`src/rtl/rsv_fault_pkg.sv`:
```
package rsv_fault_pkg;

   typedef enum logic [1:0] {
      LIM_OVR  = 2'd0,
      LIM_MM   = 2'd1,
      LIM_TRK  = 2'd2,
      LIM_HYS  = 2'd3
   } lim_sel_e;

   localparam int ST_OVR  = 0;
   localparam int ST_MM   = 1;
   localparam int ST_LOT  = 2;
   localparam int ST_W    = 3;

   // reset defaults as fractions of the positive full scale
   localparam int OVR_CUT_DIV = 8;    // over-range = FS - FS/8
   localparam int MM_DIV      = 8;    // mismatch   = FS/8
   localparam int TRK_DIV     = 16;   // tracking   = FS/16
   localparam int HYS_DIV     = 64;   // hysteresis = FS/64

endpackage

```
`src/rtl/rsv_lim_regs.sv`:
```
module rsv_lim_regs
   import rsv_fault_pkg::*;
#(
   parameter int SMP_W = 12,
   parameter int ERR_W = 12,
   parameter int CFG_W = 12
) (
   input  logic             clk_i,
   input  logic             rst_i,
   input  logic             we_i,
   input  logic [1:0]       sel_i,
   input  logic [CFG_W-1:0] wdata_i,
   output logic [SMP_W-1:0] ovr_lim_o,
   output logic [SMP_W-1:0] mm_lim_o,
   output logic [ERR_W-1:0] trk_lim_o,
   output logic [ERR_W-1:0] hys_lim_o
);

   localparam int SFS = 2 ** (SMP_W - 1);
   localparam int EFS = 2 ** (ERR_W - 1);
   localparam logic [SMP_W-1:0] OVR_DEF = SMP_W'(SFS - SFS / OVR_CUT_DIV);
   localparam logic [SMP_W-1:0] MM_DEF  = SMP_W'(SFS / MM_DIV);
   localparam logic [ERR_W-1:0] TRK_DEF = ERR_W'(EFS / TRK_DIV);
   localparam logic [ERR_W-1:0] HYS_DEF = ERR_W'(EFS / HYS_DIV);

   lim_sel_e sel;
   assign sel = lim_sel_e'(sel_i);

   always_ff @(posedge clk_i) begin
      if (rst_i) begin
         ovr_lim_o <= OVR_DEF;
         mm_lim_o  <= MM_DEF;
         trk_lim_o <= TRK_DEF;
         hys_lim_o <= HYS_DEF;
      end else if (we_i) begin
         unique case (sel)
            LIM_OVR: ovr_lim_o <= wdata_i[SMP_W-1:0];
            LIM_MM:  mm_lim_o  <= wdata_i[SMP_W-1:0];
            LIM_TRK: trk_lim_o <= wdata_i[ERR_W-1:0];
            LIM_HYS: hys_lim_o <= wdata_i[ERR_W-1:0];
            default: ;
         endcase
      end
   end

   p_cfg_ovr_r9: assert property (@(posedge clk_i) disable iff (rst_i)
      (we_i && sel_i == 2'd0) |=> (ovr_lim_o == $past(wdata_i[SMP_W-1:0])));
   p_cfg_trk_r9: assert property (@(posedge clk_i) disable iff (rst_i)
      (we_i && sel_i == 2'd2) |=> (trk_lim_o == $past(wdata_i[ERR_W-1:0])));
   p_cfg_hold_r9: assert property (@(posedge clk_i) disable iff (rst_i)
      !we_i |=> ($stable(ovr_lim_o) && $stable(mm_lim_o)
                 && $stable(trk_lim_o) && $stable(hys_lim_o)));

endmodule

```
`src/rtl/rsv_peak_hold.sv`:
```
module rsv_peak_hold #(
   parameter int SMP_W = 12
) (
   input  logic             clk_i,
   input  logic             rst_i,
   input  logic             vld_i,
   input  logic [SMP_W-1:0] smp_i,
   input  logic             period_i,
   output logic [SMP_W-1:0] mag_o,
   output logic [SMP_W-1:0] amp_o,
   output logic             amp_vld_o
);

   logic [SMP_W-1:0] peak_q;

   // two's complement magnitude, unsigned, so -FS maps to FS without wrap
   assign mag_o = smp_i[SMP_W-1] ? (~smp_i + 1'b1) : smp_i;

   always_ff @(posedge clk_i) begin
      if (rst_i) begin
         peak_q    <= '0;
         amp_o     <= '0;
         amp_vld_o <= 1'b0;
      end else begin
         amp_vld_o <= period_i;
         if (period_i) begin
            amp_o  <= peak_q;
            peak_q <= vld_i ? mag_o : '0;
         end else if (vld_i && (mag_o > peak_q)) begin
            peak_q <= mag_o;
         end
      end
   end

   p_peak_mono_r3: assert property (@(posedge clk_i) disable iff (rst_i)
      !period_i |=> (peak_q >= $past(peak_q)));
   p_peak_cap_r3: assert property (@(posedge clk_i) disable iff (rst_i)
      period_i |=> (amp_o == $past(peak_q)));
   p_peak_idle_r10: assert property (@(posedge clk_i) disable iff (rst_i)
      (!vld_i && !period_i) |=> $stable(peak_q));

endmodule

```
`src/rtl/rsv_dos_eval.sv`:
```
module rsv_dos_eval #(
   parameter int SMP_W = 12
) (
   input  logic             clk_i,
   input  logic             rst_i,
   input  logic             smp_vld_i,
   input  logic [SMP_W-1:0] mag_s_i,
   input  logic [SMP_W-1:0] mag_c_i,
   input  logic             amp_vld_i,
   input  logic [SMP_W-1:0] amp_s_i,
   input  logic [SMP_W-1:0] amp_c_i,
   input  logic [SMP_W-1:0] ovr_lim_i,
   input  logic [SMP_W-1:0] mm_lim_i,
   input  logic             clr_i,
   output logic             ovr_hit_o,
   output logic             mm_hit_o,
   output logic             dos_n_o
);

   logic             ovr_q;
   logic             mm_q;
   logic [SMP_W-1:0] amp_gap;

   assign ovr_hit_o = smp_vld_i && ((mag_s_i > ovr_lim_i) || (mag_c_i > ovr_lim_i));
   assign amp_gap   = (amp_s_i >= amp_c_i) ? (amp_s_i - amp_c_i) : (amp_c_i - amp_s_i);
   assign mm_hit_o  = amp_vld_i && (amp_gap > mm_lim_i);

   // over-range cause follows the latest valid sample
   always_ff @(posedge clk_i) begin
      if (rst_i)          ovr_q <= 1'b0;
      else if (smp_vld_i) ovr_q <= ovr_hit_o;
   end

   // mismatch cause is latched; detection wins over a same-cycle clear
   always_ff @(posedge clk_i) begin
      if (rst_i)         mm_q <= 1'b0;
      else if (mm_hit_o) mm_q <= 1'b1;
      else if (clr_i)    mm_q <= 1'b0;
   end

   assign dos_n_o = ~(ovr_q | mm_q);

   p_ovr_set_r2: assert property (@(posedge clk_i) disable iff (rst_i)
      (smp_vld_i && (mag_s_i > ovr_lim_i || mag_c_i > ovr_lim_i)) |=> !dos_n_o);
   p_ovr_rel_r2: assert property (@(posedge clk_i) disable iff (rst_i)
      (smp_vld_i && mag_s_i <= ovr_lim_i && mag_c_i <= ovr_lim_i) |=> (dos_n_o || mm_q));
   p_mm_hold_r4: assert property (@(posedge clk_i) disable iff (rst_i)
      (mm_q && !clr_i) |=> !dos_n_o);
   p_novld_r10: assert property (@(posedge clk_i) disable iff (rst_i)
      (!smp_vld_i && !amp_vld_i && !clr_i) |=> $stable(dos_n_o));

endmodule

```
`src/rtl/rsv_lot_eval.sv`:
```
module rsv_lot_eval #(
   parameter int ERR_W = 12
) (
   input  logic             clk_i,
   input  logic             rst_i,
   input  logic             err_vld_i,
   input  logic [ERR_W-1:0] err_i,
   input  logic [ERR_W-1:0] trk_lim_i,
   input  logic [ERR_W-1:0] hys_lim_i,
   output logic             trip_o,
   output logic             lot_n_o
);

   logic [ERR_W-1:0] mag;
   logic [ERR_W-1:0] rel_lvl;
   logic             release_ok;
   logic             lot_q;

   assign mag        = err_i[ERR_W-1] ? (~err_i + 1'b1) : err_i;
   assign rel_lvl    = (trk_lim_i > hys_lim_i) ? (trk_lim_i - hys_lim_i) : '0;
   assign trip_o     = err_vld_i && (mag > trk_lim_i);
   assign release_ok = err_vld_i && (mag < rel_lvl);

   always_ff @(posedge clk_i) begin
      if (rst_i)           lot_q <= 1'b0;
      else if (trip_o)     lot_q <= 1'b1;
      else if (release_ok) lot_q <= 1'b0;
   end

   assign lot_n_o = ~lot_q;

   p_lot_trip_r5: assert property (@(posedge clk_i) disable iff (rst_i)
      (err_vld_i && mag > trk_lim_i) |=> !lot_n_o);
   p_lot_band_r6: assert property (@(posedge clk_i) disable iff (rst_i)
      (!lot_n_o && err_vld_i && ({1'b0, mag} + {1'b0, hys_lim_i} >= {1'b0, trk_lim_i}))
      |=> !lot_n_o);
   p_lot_idle_r6: assert property (@(posedge clk_i) disable iff (rst_i)
      !err_vld_i |=> $stable(lot_n_o));

endmodule

```
`src/rtl/rsv_fault_mon.sv`:
```
module rsv_fault_mon
   import rsv_fault_pkg::*;
#(
   parameter int SMP_W = 12,
   parameter int ERR_W = 12,
   parameter int CFG_W = (SMP_W > ERR_W) ? SMP_W : ERR_W
) (
   input  logic             clk_i,
   input  logic             rst_i,
   input  logic             smp_vld_i,
   input  logic [SMP_W-1:0] sin_i,
   input  logic [SMP_W-1:0] cos_i,
   input  logic             period_i,
   input  logic             err_vld_i,
   input  logic [ERR_W-1:0] err_i,
   input  logic             cfg_we_i,
   input  logic [1:0]       cfg_sel_i,
   input  logic [CFG_W-1:0] cfg_wdata_i,
   input  logic             clr_i,
   output logic             dos_n_o,
   output logic             lot_n_o,
   output logic [2:0]       status_o
);

   localparam int NCH = 2;

   if (SMP_W < 4 || SMP_W > 32) begin : g_bad_smp_w
      $error("rsv_fault_mon: SMP_W out of range");
   end
   if (ERR_W < 4 || ERR_W > 32) begin : g_bad_err_w
      $error("rsv_fault_mon: ERR_W out of range");
   end
   if (CFG_W < SMP_W || CFG_W < ERR_W) begin : g_bad_cfg_w
      $error("rsv_fault_mon: CFG_W narrower than a limit");
   end

   logic [SMP_W-1:0] ovr_lim, mm_lim;
   logic [ERR_W-1:0] trk_lim, hys_lim;

   rsv_lim_regs #(.SMP_W(SMP_W), .ERR_W(ERR_W), .CFG_W(CFG_W)) u_lim (
      .clk_i     (clk_i),
      .rst_i     (rst_i),
      .we_i      (cfg_we_i),
      .sel_i     (cfg_sel_i),
      .wdata_i   (cfg_wdata_i),
      .ovr_lim_o (ovr_lim),
      .mm_lim_o  (mm_lim),
      .trk_lim_o (trk_lim),
      .hys_lim_o (hys_lim)
   );

   logic [SMP_W-1:0] ch_smp [NCH];
   logic [SMP_W-1:0] ch_mag [NCH];
   logic [SMP_W-1:0] ch_amp [NCH];
   logic [NCH-1:0]   ch_amp_vld;

   assign ch_smp[0] = sin_i;
   assign ch_smp[1] = cos_i;

   for (genvar gi = 0; gi < NCH; gi++) begin : g_ch
      rsv_peak_hold #(.SMP_W(SMP_W)) u_peak (
         .clk_i     (clk_i),
         .rst_i     (rst_i),
         .vld_i     (smp_vld_i),
         .smp_i     (ch_smp[gi]),
         .period_i  (period_i),
         .mag_o     (ch_mag[gi]),
         .amp_o     (ch_amp[gi]),
         .amp_vld_o (ch_amp_vld[gi])
      );
   end

   logic ovr_hit, mm_hit, trk_trip;

   rsv_dos_eval #(.SMP_W(SMP_W)) u_dos (
      .clk_i     (clk_i),
      .rst_i     (rst_i),
      .smp_vld_i (smp_vld_i),
      .mag_s_i   (ch_mag[0]),
      .mag_c_i   (ch_mag[1]),
      .amp_vld_i (&ch_amp_vld),
      .amp_s_i   (ch_amp[0]),
      .amp_c_i   (ch_amp[1]),
      .ovr_lim_i (ovr_lim),
      .mm_lim_i  (mm_lim),
      .clr_i     (clr_i),
      .ovr_hit_o (ovr_hit),
      .mm_hit_o  (mm_hit),
      .dos_n_o   (dos_n_o)
   );

   rsv_lot_eval #(.ERR_W(ERR_W)) u_lot (
      .clk_i     (clk_i),
      .rst_i     (rst_i),
      .err_vld_i (err_vld_i),
      .err_i     (err_i),
      .trk_lim_i (trk_lim),
      .hys_lim_i (hys_lim),
      .trip_o    (trk_trip),
      .lot_n_o   (lot_n_o)
   );

   logic [ST_W-1:0] st_set;
   logic [ST_W-1:0] st_q;

   assign st_set[ST_OVR] = ovr_hit;
   assign st_set[ST_MM]  = mm_hit;
   assign st_set[ST_LOT] = trk_trip;

   for (genvar gb = 0; gb < ST_W; gb++) begin : g_st
      always_ff @(posedge clk_i) begin
         if (rst_i)            st_q[gb] <= 1'b0;
         else if (st_set[gb])  st_q[gb] <= 1'b1;
         else if (clr_i)       st_q[gb] <= 1'b0;
      end
   end

   assign status_o = st_q;

   p_status_sticky_r7: assert property (@(posedge clk_i) disable iff (rst_i)
      !clr_i |=> ((status_o & $past(status_o)) == $past(status_o)));
   p_status_lot_r7: assert property (@(posedge clk_i) disable iff (rst_i)
      $fell(lot_n_o) |-> status_o[2]);
   p_clr_lot_r8: assert property (@(posedge clk_i) disable iff (rst_i)
      (clr_i && !err_vld_i) |=> $stable(lot_n_o));

endmodule

```
`config.mk`:
```
export PLATFORM = sky130hd
export DESIGN_NAME = rsv_fault_mon
export DESIGN_NICKNAME = d
export VERILOG_FILES = /design/src/rtl/rsv_fault_pkg.sv /design/src/rtl/rsv_lim_regs.sv /design/src/rtl/rsv_peak_hold.sv /design/src/rtl/rsv_dos_eval.sv /design/src/rtl/rsv_lot_eval.sv /design/src/rtl/rsv_fault_mon.sv
export SDC_FILE = /design/constraint.sdc
export NUM_CORES = 1
export LEC_CHECK = 0
export BUFFER_PORTS_ARGS = -buffer_cell sky130_fd_sc_hd__buf_2
export CAP_MARGIN = 0
export CORE_UTILIZATION = 50
export DETAILED_ROUTE_END_ITERATION = 10
export PLACE_DENSITY = 0.74
export SYNTH_ARGS = -nofsm -noshare
export SYNTH_HDL_FRONTEND = slang
export SYNTH_SLANG_ARGS = --single-unit
```
`constraint.sdc`:
```
create_clock -name clk_i -period 4 [get_ports clk_i]
set_clock_uncertainty 0.05 [all_clocks]
set_input_delay 0.8 -clock clk_i [delete_from_list [all_inputs] [get_ports clk_i]]
set_output_delay 0.8 -clock clk_i [all_outputs]
set_load 0.02 [all_outputs]
```
# Word-level counts from Yosys, hierarchy flattened
# Cells that the tools add are included.
[totals]
reg_bits = 102
word_cells = 73
inputBits = 57
out_inout_bits = 5
[classes]
n_reduce_logical = 18
mux = 17
magnitude_cmp = 9
eq_ne = 3
bitwise = 6
add_sub_neg = 6
[ops]
columns = ["operator", "n"]
rows = [
  ["two-way mux 12 bit", 11],
  ["greater-than comparator 12 bit", 7],
  ["adder 12 x 1 -> 12 bit (second input constant)", 3],
  ["NOT 12 bit", 3],
  ["subtractor 12 bit", 3],
  [">= comparator 12 bit", 1],
  ["less-than comparator 12 bit", 1],
  ["nonzero test 2 bit", 6],
  ["AND reduction 2 bit", 4],
  ["logical AND 1 bit", 6],
  ["two-way mux 1 bit", 6],
  ["equality test 2 bit (second input constant)", 2],
  ["equality test 2 x 1 -> 1 bit (second input constant)", 1],
  ["logical NOT 2 bit", 1],
  ["NOT 1 bit", 2],
  ["logical OR 1 bit", 1],
  ["bitwise OR 1 bit", 1],
]

# Logic depth before layout (Yosys ltp)
# Gate-level depths: netlist of the first run.
[depth]
depth_word = 7
depth_mapped = 19
depth_no_buf = 18

# Cells and area by module
# From an unflattened synthesis of the first run, not the netlist that was laid out.
[unflattened]
cells_unflattened = 983
area_unflattened_um2 = 8577.0
[by_module_without_submodules]
columns = ["mod", "cells_each", "area_each_um2", "instances", "seq_area_each_um2"]
rows = [
  ["rsv_peak_hold", 153, 1466.4, 2, 500.5],
  ["rsv_dos_eval", 286, 2175.8, 1, 40.0],
  ["rsv_lim_regs", 179, 1935.6, 1, 960.9],
  ["rsv_lot_eval", 199, 1421.4, 1, 20.0],
  ["rsv_fault_mon", 13, 111.4, 1, 60.1],
]

# Worst setup path before layout of the first run
# Ideal clock, no wire load.
[synth_path]
kind = "input -> register"
from = "input cos_i[5]"
to = "register g_ch[1].u_peak.peak_q[10]"
cell_stages = 14
setup_time_ps = 128
path_slack_ps = 446
path_buffers = 1
arrival_time_ps = 3376
cell_sequence = "or4_4 > nor3_4 > nand2b_2 > o21ai_1 > xnor2_1 > ha_1 > and3_1 > nand4_1 > a21oi_1 > a2111oi_0 > a21oi_1 > buf_4 > mux2i_1 > nor2_1"
[synth_via]
elab_chain_len = 6
[synth_rtl]
columns = ["item", "line_no", "rtl"]
rows = [
  ["start, declared", "rsv_fault_mon.sv:12", "input logic [SMP_W-1:0] cos_i,"],
  ["NOT 12 bit", "rsv_peak_hold.sv:17", "assign mag_o = smp_i[SMP_W-1] ? (~smp_i + 1'b1) : smp_i;"],
  ["adder 12 x 1 -> 12 bit", "rsv_peak_hold.sv:17", ""],
  ["two-way mux 12 bit *", "rsv_peak_hold.sv:17", ""],
  ["greater-than comparator 12 bit", "rsv_peak_hold.sv:29", "end else if (vld_i && (mag_o > peak_q)) begin"],
  ["logical AND 1 bit", "rsv_peak_hold.sv:29", ""],
  ["nonzero test 2 bit (no source line)", "--", ""],
  ["end signal, assigned", "rsv_peak_hold.sv:28", "peak_q <= vld_i ? mag_o : '0;"],
  ["end signal, assigned", "rsv_peak_hold.sv:30", "peak_q <= mag_o;"],
  ["end, declared", "rsv_peak_hold.sv:14", "logic [SMP_W-1:0] peak_q;"],
]
# Every way passes the cells marked *; elsewhere a longest branch is shown, timed or not. The select of a mux whose other input is x is not followed.
# A chain may end at the register's enable or synchronous reset.

# Final worst setup path of the first run
[layout_path]
from = "register u_lim.trk_lim_o[0]"
to = "register u_lot.lot_q"
[layout_via]
elab_chain_len = 5
[layout_rtl]
columns = ["item", "line_no", "rtl"]
rows = [
  ["start, declared", "rsv_lim_regs.sv:15", "output logic [ERR_W-1:0] trk_lim_o,"],
  ["start signal, assigned", "rsv_lim_regs.sv:39", "LIM_TRK: trk_lim_o <= wdata_i[ERR_W-1:0];"],
  ["subtractor 12 bit / greater-than comparator 12 bit (equally long branches)", "rsv_lot_eval.sv:20", "assign rel_lvl = (trk_lim_i > hys_lim_i) ? (trk_lim_i - hys_lim_i) : '0;"],
  ["two-way mux 12 bit", "rsv_lot_eval.sv:20", ""],
  ["less-than comparator 12 bit", "rsv_lot_eval.sv:22", "assign release_ok = err_vld_i && (mag < rel_lvl);"],
  ["logical AND 1 bit", "rsv_lot_eval.sv:22", ""],
  ["nonzero test 2 bit (no source line)", "--", ""],
  ["end signal, assigned", "rsv_lot_eval.sv:25", "if (rst_i) lot_q <= 1'b0;"],
  ["end signal, assigned", "rsv_lot_eval.sv:26", "else if (trip_o) lot_q <= 1'b1;"],
  ["end signal, assigned", "rsv_lot_eval.sv:27", "else if (release_ok) lot_q <= 1'b0;"],
  ["end, declared", "rsv_lot_eval.sv:17", "logic lot_q;"],
]
# Several ways; a longest one is shown, not always the timed one.

==> results.yml, run 1 <==
clock_tree:
  cts_buffers: 9
  hold_buffers: 0
  cts.repair.resized: 0
  cts_max_level: 3
  clkSinkCount: 102
  insertion_delay_ps: 360
  post_cts_buffers: 0
  cts.clk_slew.worst_paths_ps: 80
  clockBufferDepth: 2
  root_buffer: "clkbuf_16"
  cts_tree: "done"
min_path:
  hold_class: "reg -> reg"
  hold_path_depth: 1
  whs_endpoint: "status_o[2]"
  hold_start: "status_o[2]"
grt:
  grt_pass1_wl_mm: 31.57
  grt_usage: 0.2461
  grt_overflow: 0
  antenna_found_initial: 0
  grt_pass1_vias: 6259
  grt_max_degree: 71
route:
  vias: 6759
  drc: 0
  first_iter_violations: 337
  drt_first_pass_iters: 5
  wl_per_cell_microns: 15.36
  routed_wl_mm: 19.15
  final_antenna_net_count: 0
  viasPerCell: 5.420
critical_path:
  worst-r2r-setup-slack_ps: 270
  ff2ff_path_depth: 18
  timing.rr.start: "u_lim.trk_lim_o[0]"
  startpoint_type: "flip-flop"
  cp-end-kind: "flip-flop"
  r2r-end: "u_lot.lot_q"
  cp.arrival_ps: 3940
  required_ps: 4210
  criticalPathCategory: "reg -> reg"
  worst-path-max-fanout: 11
logic_synthesis:
  syn_avg_cell_area_sq_um: 8.026
  yosysUniqueCellTypes: 67
  syn_inst: 981
  synth_ff_type: "dfxtp_1"
  synth_edf_count: 0
  synthArstFlopShare: 0
  yosysSeqAreaShare: 0.2593
  synth-seq-cells: 102
  syn-cell-area_sq_um: 7874
  syn-num-nets: 1162
  ys.warnings.count: 0
layout:
  nFillCells: 1396
  antenna_cells: 0
  instances_no_fill: 1247
  layout.nets: 1212
  area_growth_pct: 10.36
  drive_above_1_share: 0.1004
sta:
  relSlewSlack: 0.3821
  maxSlewViolCount: 0
  fin_crit_sh: 0.9323
  finalHoldViolCount: 0
  max_freq_ghz: 0.2681
  fin_crit_ps: 3729
  rsz0062_at_grt: "no"
  tns_ps: 0
  finalSetupViolCount: 0
  worstMarginPinSlew_ps: 923.4
placement:
  dp.cells: 1231
  gp_congestion: 0.8975
  hpwl_mm: 15.26
  io_buffers: 61
pwr:
  comb_power_share: 0.346
  power_frac_seq: 0.353
  p_int_mw: 2.067
  power_switching_share: 0.3449
  p_leak_nw: 3.787
  clockPowerShare: 0.301
  power_density_nw_per_um2: 363.2
  switching_power_mw: 1.088
  peakVddDrop_mv: 0.1809
floorplan:
  initial_core_util: 0.5160
  num_rows: 45
  core-area_sq_um: 15260
  die_h_microns: 127.5
  die_area_sq_um: 16250
  fp.dieW_microns: 127.5
  io_pins: 62
status:
  status: "complete, no violations"
job:
  timing.max_cap.violations: 0
[state kept, by name, summed over array words and instances (netlist names)]
register	count
u_lim.mm_lim_o	12
status_o	2
g_ch.u_peak.amp_vld_o	1
g_ch.u_peak.amp_o	24
u_lot.lot_q	1
u_lim.hys_lim_o	12
u_dos.mm_q	1
g_ch.u_peak.peak_q	24
u_lim.ovr_lim_o	12
u_lim.trk_lim_o	12
u_dos.ovr_q	1
[layout make-up]
cell class | instances | area, sq um | share of cell area
Clock buffer | 9 | 225.2 | 0.02592
Clock inverter | 7 | 96.34 | 0.01109
Inverter | 111 | 416.7 | 0.04795
Multi-Input combinational cell | 735 | 5258 | 0.6050
Sequential cell | 102 | 2042 | 0.2350
Tap cell | 211 | 264.0 | 0.03038
Timing Repair Buffer | 72 | 387.9 | 0.04464
[worst max path at each step]
stage | start | to | slack, ps
2_1_floorplan | cos_i[5] | g_ch[1].u_peak.peak_q[10] | 450
5_1_grt | u_lim.trk_lim_o[0] | u_lot.lot_q | 40
6_report | u_lim.trk_lim_o[0] | u_lot.lot_q | 270
3_5_place_dp | u_lim.trk_lim_o[0] | u_lot.lot_q | 140
3_3_place_gp | sin_i[4] | g_ch[0].u_peak.peak_q[10] | 210
4_1_cts | u_lim.trk_lim_o[0] | u_lot.lot_q | 150
[placed cells by master (no fill, tap or decap), drive strengths merged, types with 3 or more instances in the layout]
cell and count:
fa 3, nand2b 13, nand3 6, nor3 11, or4 5, o221ai 3, xor2 6, or2 3
nand4 18, o21ai 30, a211oi 7, ha 121, o31ai 10, nor2 74, a221oi 4, o22ai 3
dfxtp 102, nand2 137, mux2i 55, nor2b 16, o21a 6, nor4 5, buf 72, inv 114
a21o 24, o211ai 11, and3 6, a21oi 89, o41ai 3, clkbuf 9, xnor2 41, o21bai 3
[worst max-delay path: stages, from the launching register on]
cell and delay (ps):
dfxtp_1 330, inv_1 60, ha_1 160, inv_1 50
fa_1 390, a21o_1 190, a21oi_2 210, o221ai_1 260
a211oi_2 340, nor2_2 140, nand2_1 100, ha_1 240
a21o_1 160, a21o_1 170, a21oi_1 140, nor2_1 50
nor4bb_1 280, o22ai_1 110, or2_1 210
[per-layer routing]
layer	share of wire	global-route usage	wire length, microns
met1	0.50	0.3423	9567
met2	0.43	0.3841	8325
met3	0.038	0.03518	730
met4	0.027	0.09384	526
met5	0	0	0
[cells by family after synthesis]
group | Yosys count | share of synthesized area
XOR/XNOR | 47 | 0.05228
flip-flops | 102 | 0.2593
buffers and inverters | 144 | 0.07389
adder cells (fa/ha/maj) | 124 | 0.1999
multiplexers | 56 | 0.07135
AND/OR/NAND/NOR | 304 | 0.1783
AO/OA/AOI/OAI | 204 | 0.1649
[power groups by stage]
stage	Sequential (mW)	Clock [mW]	Combinational [mW]
floorplan	1.12	0	0.824
global placement	1.14	0	1.05
detailed placement	1.14	0	1.07
CTS	1.11	0.957	1.09
global route	1.12	1.00	1.24
finish	1.11	0.948	1.09
[through the flow]
stage	utilization	cell area, sq um	setup slack, ps	power, mW	hold slack (ps)
2_1_floorplan	-	7874	446.2	1.944	386.3
3_3_place_gp	0.5479	8361	208.9	2.190	389.9
3_5_place_dp	0.5479	8361	137.8	2.209	391.5
4_1_cts	0.5690	8682	148.1	3.155	407.9
5_1_grt	0.5695	8690	43.49	3.362	429.8
6_report	0.5695	8690	270.7	3.156	405.6
[cells in the mapped netlist, types with 4 or more instances]
master    number  area (sq um)
nand2_1      137         514.2
ha_1         121          1514
inv_1        111         416.7
dfxtp_1      102          2042
a21oi_1       87         435.4
nor2_1        74         277.8
mux2i_1       55         550.5
xnor2_1       41         359.1
o21ai_0       25         125.1
a21o_1        24         180.2
clkbuf_1      19         71.32
nand4_1       18         112.6
nor2b_1       16         100.1
nand2b_1      12         75.07
o211ai_1      11         82.58
nor3_1        10         50.05
a211oi_1       7         52.55
o31ai_1        7         52.55
nand3_1        6         30.03
o21a_1         6         45.04
xor2_1         6         52.55
and3_1         5         31.28
o21ai_1        5         25.02
buf_1          4         15.01
buf_2          4         20.02
nor4_1         4         25.02
or4_1          4         30.03
No activity file was read; power rests on OpenSTA's default activity.
==> inputs of run 2 (changes only) <==
--- a/config.mk
+++ b/config.mk
@@ -7,9 +7,10 @@
 export LEC_CHECK = 0
 export BUFFER_PORTS_ARGS = -buffer_cell sky130_fd_sc_hd__buf_2
 export CAP_MARGIN = 0
-export CORE_UTILIZATION = 50
+export CORE_ASPECT_RATIO = 1.4
+export CORE_UTILIZATION = 45
 export DETAILED_ROUTE_END_ITERATION = 10
-export PLACE_DENSITY = 0.74
+export PLACE_DENSITY = 0.69
 export SYNTH_ARGS = -nofsm -noshare
 export SYNTH_HDL_FRONTEND = slang
 export SYNTH_SLANG_ARGS = --single-unit
==> run 2 against run 1 <==
Effect of this change: routed wire length up 1.4%; final area up 0.84%; combinational power about the same; non-clock buffer count up 8; core utilization down 5.3 points; die area up 11%; setup slack better by 11 ps.
==> results.yml, run 2 (synthesized netlist as in run 1, its figures left out) <==
placement:
  io_buffers: 61
  place_area_sq_um: 8447
  gp_congestion: 0.9298
  hpwl_mm: 15.89
  dp.cells: 1260
critical_path:
  slowest_delay_ps: 400
  criticalPathCategory: "reg -> reg"
  startpoint_type: "flip-flop"
  cp-end-kind: "flip-flop"
  critical_path_buf_inv_count: 3
  crit_slowest_cell: "fa_1"
  required_ps: 4180
  path_cells: "inv_1 > ha_1 > inv_1 > fa_1 > a21o_1 > a21oi_1 > o21ai_1 > a221oi_2 > o21ai_1 > buf_4 > mux2i_1 > xor2_1 > ha_1 > a21o_1 > a21o_1 > a21oi_1 > o221ai_1 > o211ai_1 > a21oi_1"
  cp.arrival_ps: 3900
  crit_family: "compound AO/OA/AOI/OAI gates"
  worst-path-max-fanout: 11
clock_tree:
  insertion_delay_ps: 350
  cts.clk_slew.worst_paths_ps: 70
  clkSinkCount: 102
  cts_max_level: 3
  clockBufferDepth: 2
  post_cts_buffers: 0
  cts_buffers: 9
  cts_tree: "done"
  root_buffer: "clkbuf_16"
pwr:
  clockPowerShare: 0.279
  total_power_mw: 3.105
  power_switching_share: 0.3490
  comb_power_share: 0.362
  power_frac_seq: 0.359
  p_leak_nw: 3.816
  peakVddDrop_mv: 0.2146
  power_density_nw_per_um2: 354.4
  p_int_mw: 2.021
  switching_power_mw: 1.084
route:
  drc: 0
  routed_wl_mm: 19.43
  vias: 6784
  final_antenna_net_count: 0
  viasPerCell: 5.317
  first_iter_violations: 260
  wl_per_cell_microns: 15.22
  drt_first_pass_iters: 4
min_path:
  hold_class: "reg -> reg"
status:
  status: "complete, no violations"
sta:
  relSlewSlack: 0.4070
  rsz0062_at_grt: "no"
  tns_ps: 0
  finalSetupViolCount: 0
  maxSlewViolCount: 0
  worstMarginPinSlew_ps: 886.2
  fin_crit_ps: 3718
  fin_crit_sh: 0.9296
  finalHoldViolCount: 0
  max_freq_ghz: 0.2689
layout:
  area_growth_pct: 11.28
  drive_above_1_share: 0.1073
  mostFrequentLayoutCells: "nand2_1, ha_1, inv_1"
  largest_registers: "g_ch.u_peak.amp_o: 24 flops, g_ch.u_peak.peak_q: 24 flops"
  antenna_cells: 0
  final_common_cell: "nand2_1"
  layout.nets: 1220
  instances_no_fill: 1276
  final_area_sq_um: 8762
floorplan:
  die_h_microns: 158.5
  num_rows: 56
  io_pins: 62
  die_area_sq_um: 18040
  fp.dieW_microns: 113.8
  core-area_sq_um: 16960
  initial_core_util: 0.4644
job:
  timing.max_cap.violations: 0
grt:
  grt_pass1_wl_mm: 31.94
  grt_max_degree: 38
  grt_usage: 0.2269
  antenna_found_initial: 0
  grt_pass1_vias: 6663
  grt_overflow: 0
-- run 2: repair_timing --
action | CTS | global route
gates resized for setup | 0 | 5
hold buffers | 0 | 0
setup endpoints to repair | 0 | 2
-- run 2: tightest hold or removal path: cells and delay by family (launching register included) --
family / cells / cell delay (ps)
and+or+nand+nor: 1 / 50
DFF: 1 / 310
AOI/OAI and AO/OA: 1 / 50
-- run 2: layout make-up --
type                       instances  area, sq um
inverter                         111        416.7
clock inverter                     6        62.56
timing repair buffer              80        447.9
multi-input combinational        735         5274
sequential                       102         2042
fill                            1714         8194
clock buffer                      10        229.0
tap                              232        290.3
-- run 2: power groups by stage --
| stage | clock, mW | sequential [mW] | combinational, mW |
|---|---|---|---|
| after floorplan | 0 | 1.12 | 0.824 |
| after global placement | 0 | 1.14 | 1.08 |
| after detailed placement | 0 | 1.14 | 1.10 |
| after CTS | 0.882 | 1.12 | 1.11 |
| after global routing | 0.922 | 1.12 | 1.27 |
| final | 0.866 | 1.12 | 1.12 |
-- run 2: path summary, 6_finish.rpt --
path              slack [ps]  depth (start not counted)                    start                   to
setup / recovery         280                         19  g_ch[0].u_peak.amp_o[0]           u_dos.mm_q
hold / removal           410                          2      u_lim.hys_lim_o[10]  u_lim.hys_lim_o[10]
setup reg to reg         280                         19  g_ch[0].u_peak.amp_o[0]           u_dos.mm_q
hold reg to reg          410                          2      u_lim.hys_lim_o[10]  u_lim.hys_lim_o[10]
-- run 2: layer usage --
metal / GRT usage / wire length [microns] / up-vias
li1: - / - / 3482
met1: 0.2440 / 8142 / 3128
met2: 0.4236 / 9691 / 131
met3: 0.02969 / 586 / 43
met4: 0.1317 / 1003 / 0
met5: 0 / 0 / -
-- run 2: per-stage QoR --
step	util	hold WS [ps]	setup slack (ps)
floorplan	-	386.3	446.2
global placement	0.4982	392.0	203.3
detailed placement	0.4982	397.0	109.1
CTS	0.5153	407.4	204.0
global route	0.5168	431.7	9.264
finish	0.5168	406.3	281.7
==> inputs of run 3 (changes only) <==
--- a/config.mk
+++ b/config.mk
@@ -10,7 +10,7 @@
 export CORE_ASPECT_RATIO = 1.4
 export CORE_UTILIZATION = 45
 export DETAILED_ROUTE_END_ITERATION = 10
-export PLACE_DENSITY = 0.69
+export PLACE_DENSITY = 0.72
 export SYNTH_ARGS = -nofsm -noshare
 export SYNTH_HDL_FRONTEND = slang
 export SYNTH_SLANG_ARGS = --single-unit
==> run 3 against run 2 <==
Effect of this change: critical endpoint unchanged; power up 0.52%; clock-buffer cell count unchanged; critical path type unchanged; highest routed layer unchanged; critical path depth unchanged; largest power group unchanged.
==> results.yml, run 3 (synthesized netlist as in run 1, its figures left out) <==
grt:
  grt_usage: 0.2222
  grt_pass1_vias: 6610
  grt_pass1_wl_mm: 31.31
  grt_max_degree: 43
  grt_overflow: 0
  antenna_found_initial: 0
pwr:
  total_power_mw: 3.121
  p_leak_nw: 3.799
  power_switching_share: 0.3379
  switching_power_mw: 1.055
  power_density_nw_per_um2: 356.8
  power_frac_seq: 0.357
  clockPowerShare: 0.293
  comb_power_share: 0.350
  peakVddDrop_mv: 0.1926
  p_int_mw: 2.066
floorplan:
  fp.dieW_microns: 113.8
  num_rows: 56
  core-area_sq_um: 16960
  die_area_sq_um: 18040
  die_h_microns: 158.5
  initial_core_util: 0.4644
  io_pins: 62
sta:
  fin_crit_sh: 0.9523
  tns_ps: 0
  max_freq_ghz: 0.2625
  finalSetupViolCount: 0
  maxSlewViolCount: 0
  fin_crit_ps: 3809
  rsz0062_at_grt: "no"
  worstMarginPinSlew_ps: 870.2
  relSlewSlack: 0.4177
  finalHoldViolCount: 0
layout:
  final_common_cell: "nand2_1"
  area_growth_pct: 11.09
  drive_above_1_share: 0.1038
  largest_registers: "g_ch.u_peak.amp_o: 24 flops, g_ch.u_peak.peak_q: 24 flops"
  nFillCells: 1685
  mostFrequentLayoutCells: "nand2_1, ha_1, inv_1"
  antenna_cells: 0
  layout.nets: 1216
clock_tree:
  clkSinkCount: 102
  clockBufferDepth: 2
  cts.clk_slew.worst_paths_ps: 70
  insertion_delay_ps: 350
  cts_max_level: 3
  root_buffer: "clkbuf_16"
  cts_buffers: 9
  cts_tree: "done"
placement:
  io_buffers: 61
  gp_congestion: 0.9330
  hpwl_mm: 15.67
critical_path:
  cp.arrival_ps: 3990
  worst-path-max-fanout: 11
  required_ps: 4180
  criticalPathCategory: "reg -> reg"
  cp-end-kind: "flip-flop"
  startpoint_type: "flip-flop"
route:
  first_iter_violations: 254
  routed_wl_mm: 19.03
  final_antenna_net_count: 0
  drc: 0
  drt_first_pass_iters: 4
  vias: 6776
  viasPerCell: 5.327
  wl_per_cell_microns: 14.96
min_path:
  hold_class: "reg -> reg"
job:
  timing.max_cap.violations: 0
status:
  status: "complete, no violations"
-- run 3: metrics by stage --
step	hold WS [ps]	instances	setup WS [ps]	util	instance area (sq um)
floorplan	386.3	981	446.2	-	7874
global placement	392.5	1256	224.6	0.4964	8417
detailed placement	395.0	1256	45.77	0.4964	8417
CTS	407.5	1272	176.1	0.5145	8723
global route	419.7	1272	29.22	0.5159	8747
finish	405.3	1272	190.7	0.5159	8747
-- run 3: path summary, 6_finish.rpt --
| path | end | cells past startpoint | from | slack [ps] |
|---|---|---|---|---|
| worst max-delay path | u_dos.mm_q | 19 | g_ch[0].u_peak.amp_o[0] | 190 |
| worst max register to register | u_dos.mm_q | 19 | g_ch[0].u_peak.amp_o[0] | 190 |
| worst min register to register | u_lim.hys_lim_o[1] | 2 | u_lim.hys_lim_o[1] | 410 |
| worst min-delay path | u_lim.hys_lim_o[1] | 2 | u_lim.hys_lim_o[1] | 410 |
-- run 3: repair_timing --
action,4_1_cts,5_1_grt
hold buffers,0,0
setup endpoints to repair,0,2
resized for setup,0,4
hold endpoints to repair,0,0
buffers inserted,0,0
-- run 3: cell type report --
cell class	instances	area, sq um	area share
timing repair buffer	76	417.9	0.04778
tap	232	290.3	0.03319
clock buffer	10	229.0	0.02618
clock inverter	6	77.57	0.008869
multi-input combinational	735	5274	0.6029
inverter	111	416.7	0.04763
sequential	102	2042	0.2334
-- run 3: power by group through the flow --
stage | logic, mW | registers, mW | clock network (mW)
final | 1.09 | 1.12 | 0.914
after floorplan | 0.824 | 1.12 | 0
after global placement | 1.06 | 1.14 | 0
after global routing | 1.24 | 1.12 | 0.971
after detailed placement | 1.09 | 1.14 | 0
after CTS | 1.09 | 1.12 | 0.929
-- run 3: critical path, cell delays in order (launching register included) --
cell	delay, ps
dfxtp_1	330
inv_1	60
ha_1	160
inv_1	60
fa_1	400
a21o_1	180
a21oi_2	170
o21ai_0	120
a221oi_2	270
o21ai_1	100
buf_4	200
mux2_1	330
ha_1	300
nor2b_1	140
o21ai_0	150
nand2b_1	80
a21oi_1	180
o221ai_1	130
o211ai_1	160
a21oi_1	100
-- run 3: per-layer routing --
metal	track usage	up-vias	wire length [microns]
met3	0.02817	44	577
met5	0	-	0
li1	-	3471	-
met4	0.1076	0	788
met1	0.2422	3122	7910
met2	0.4216	139	9756
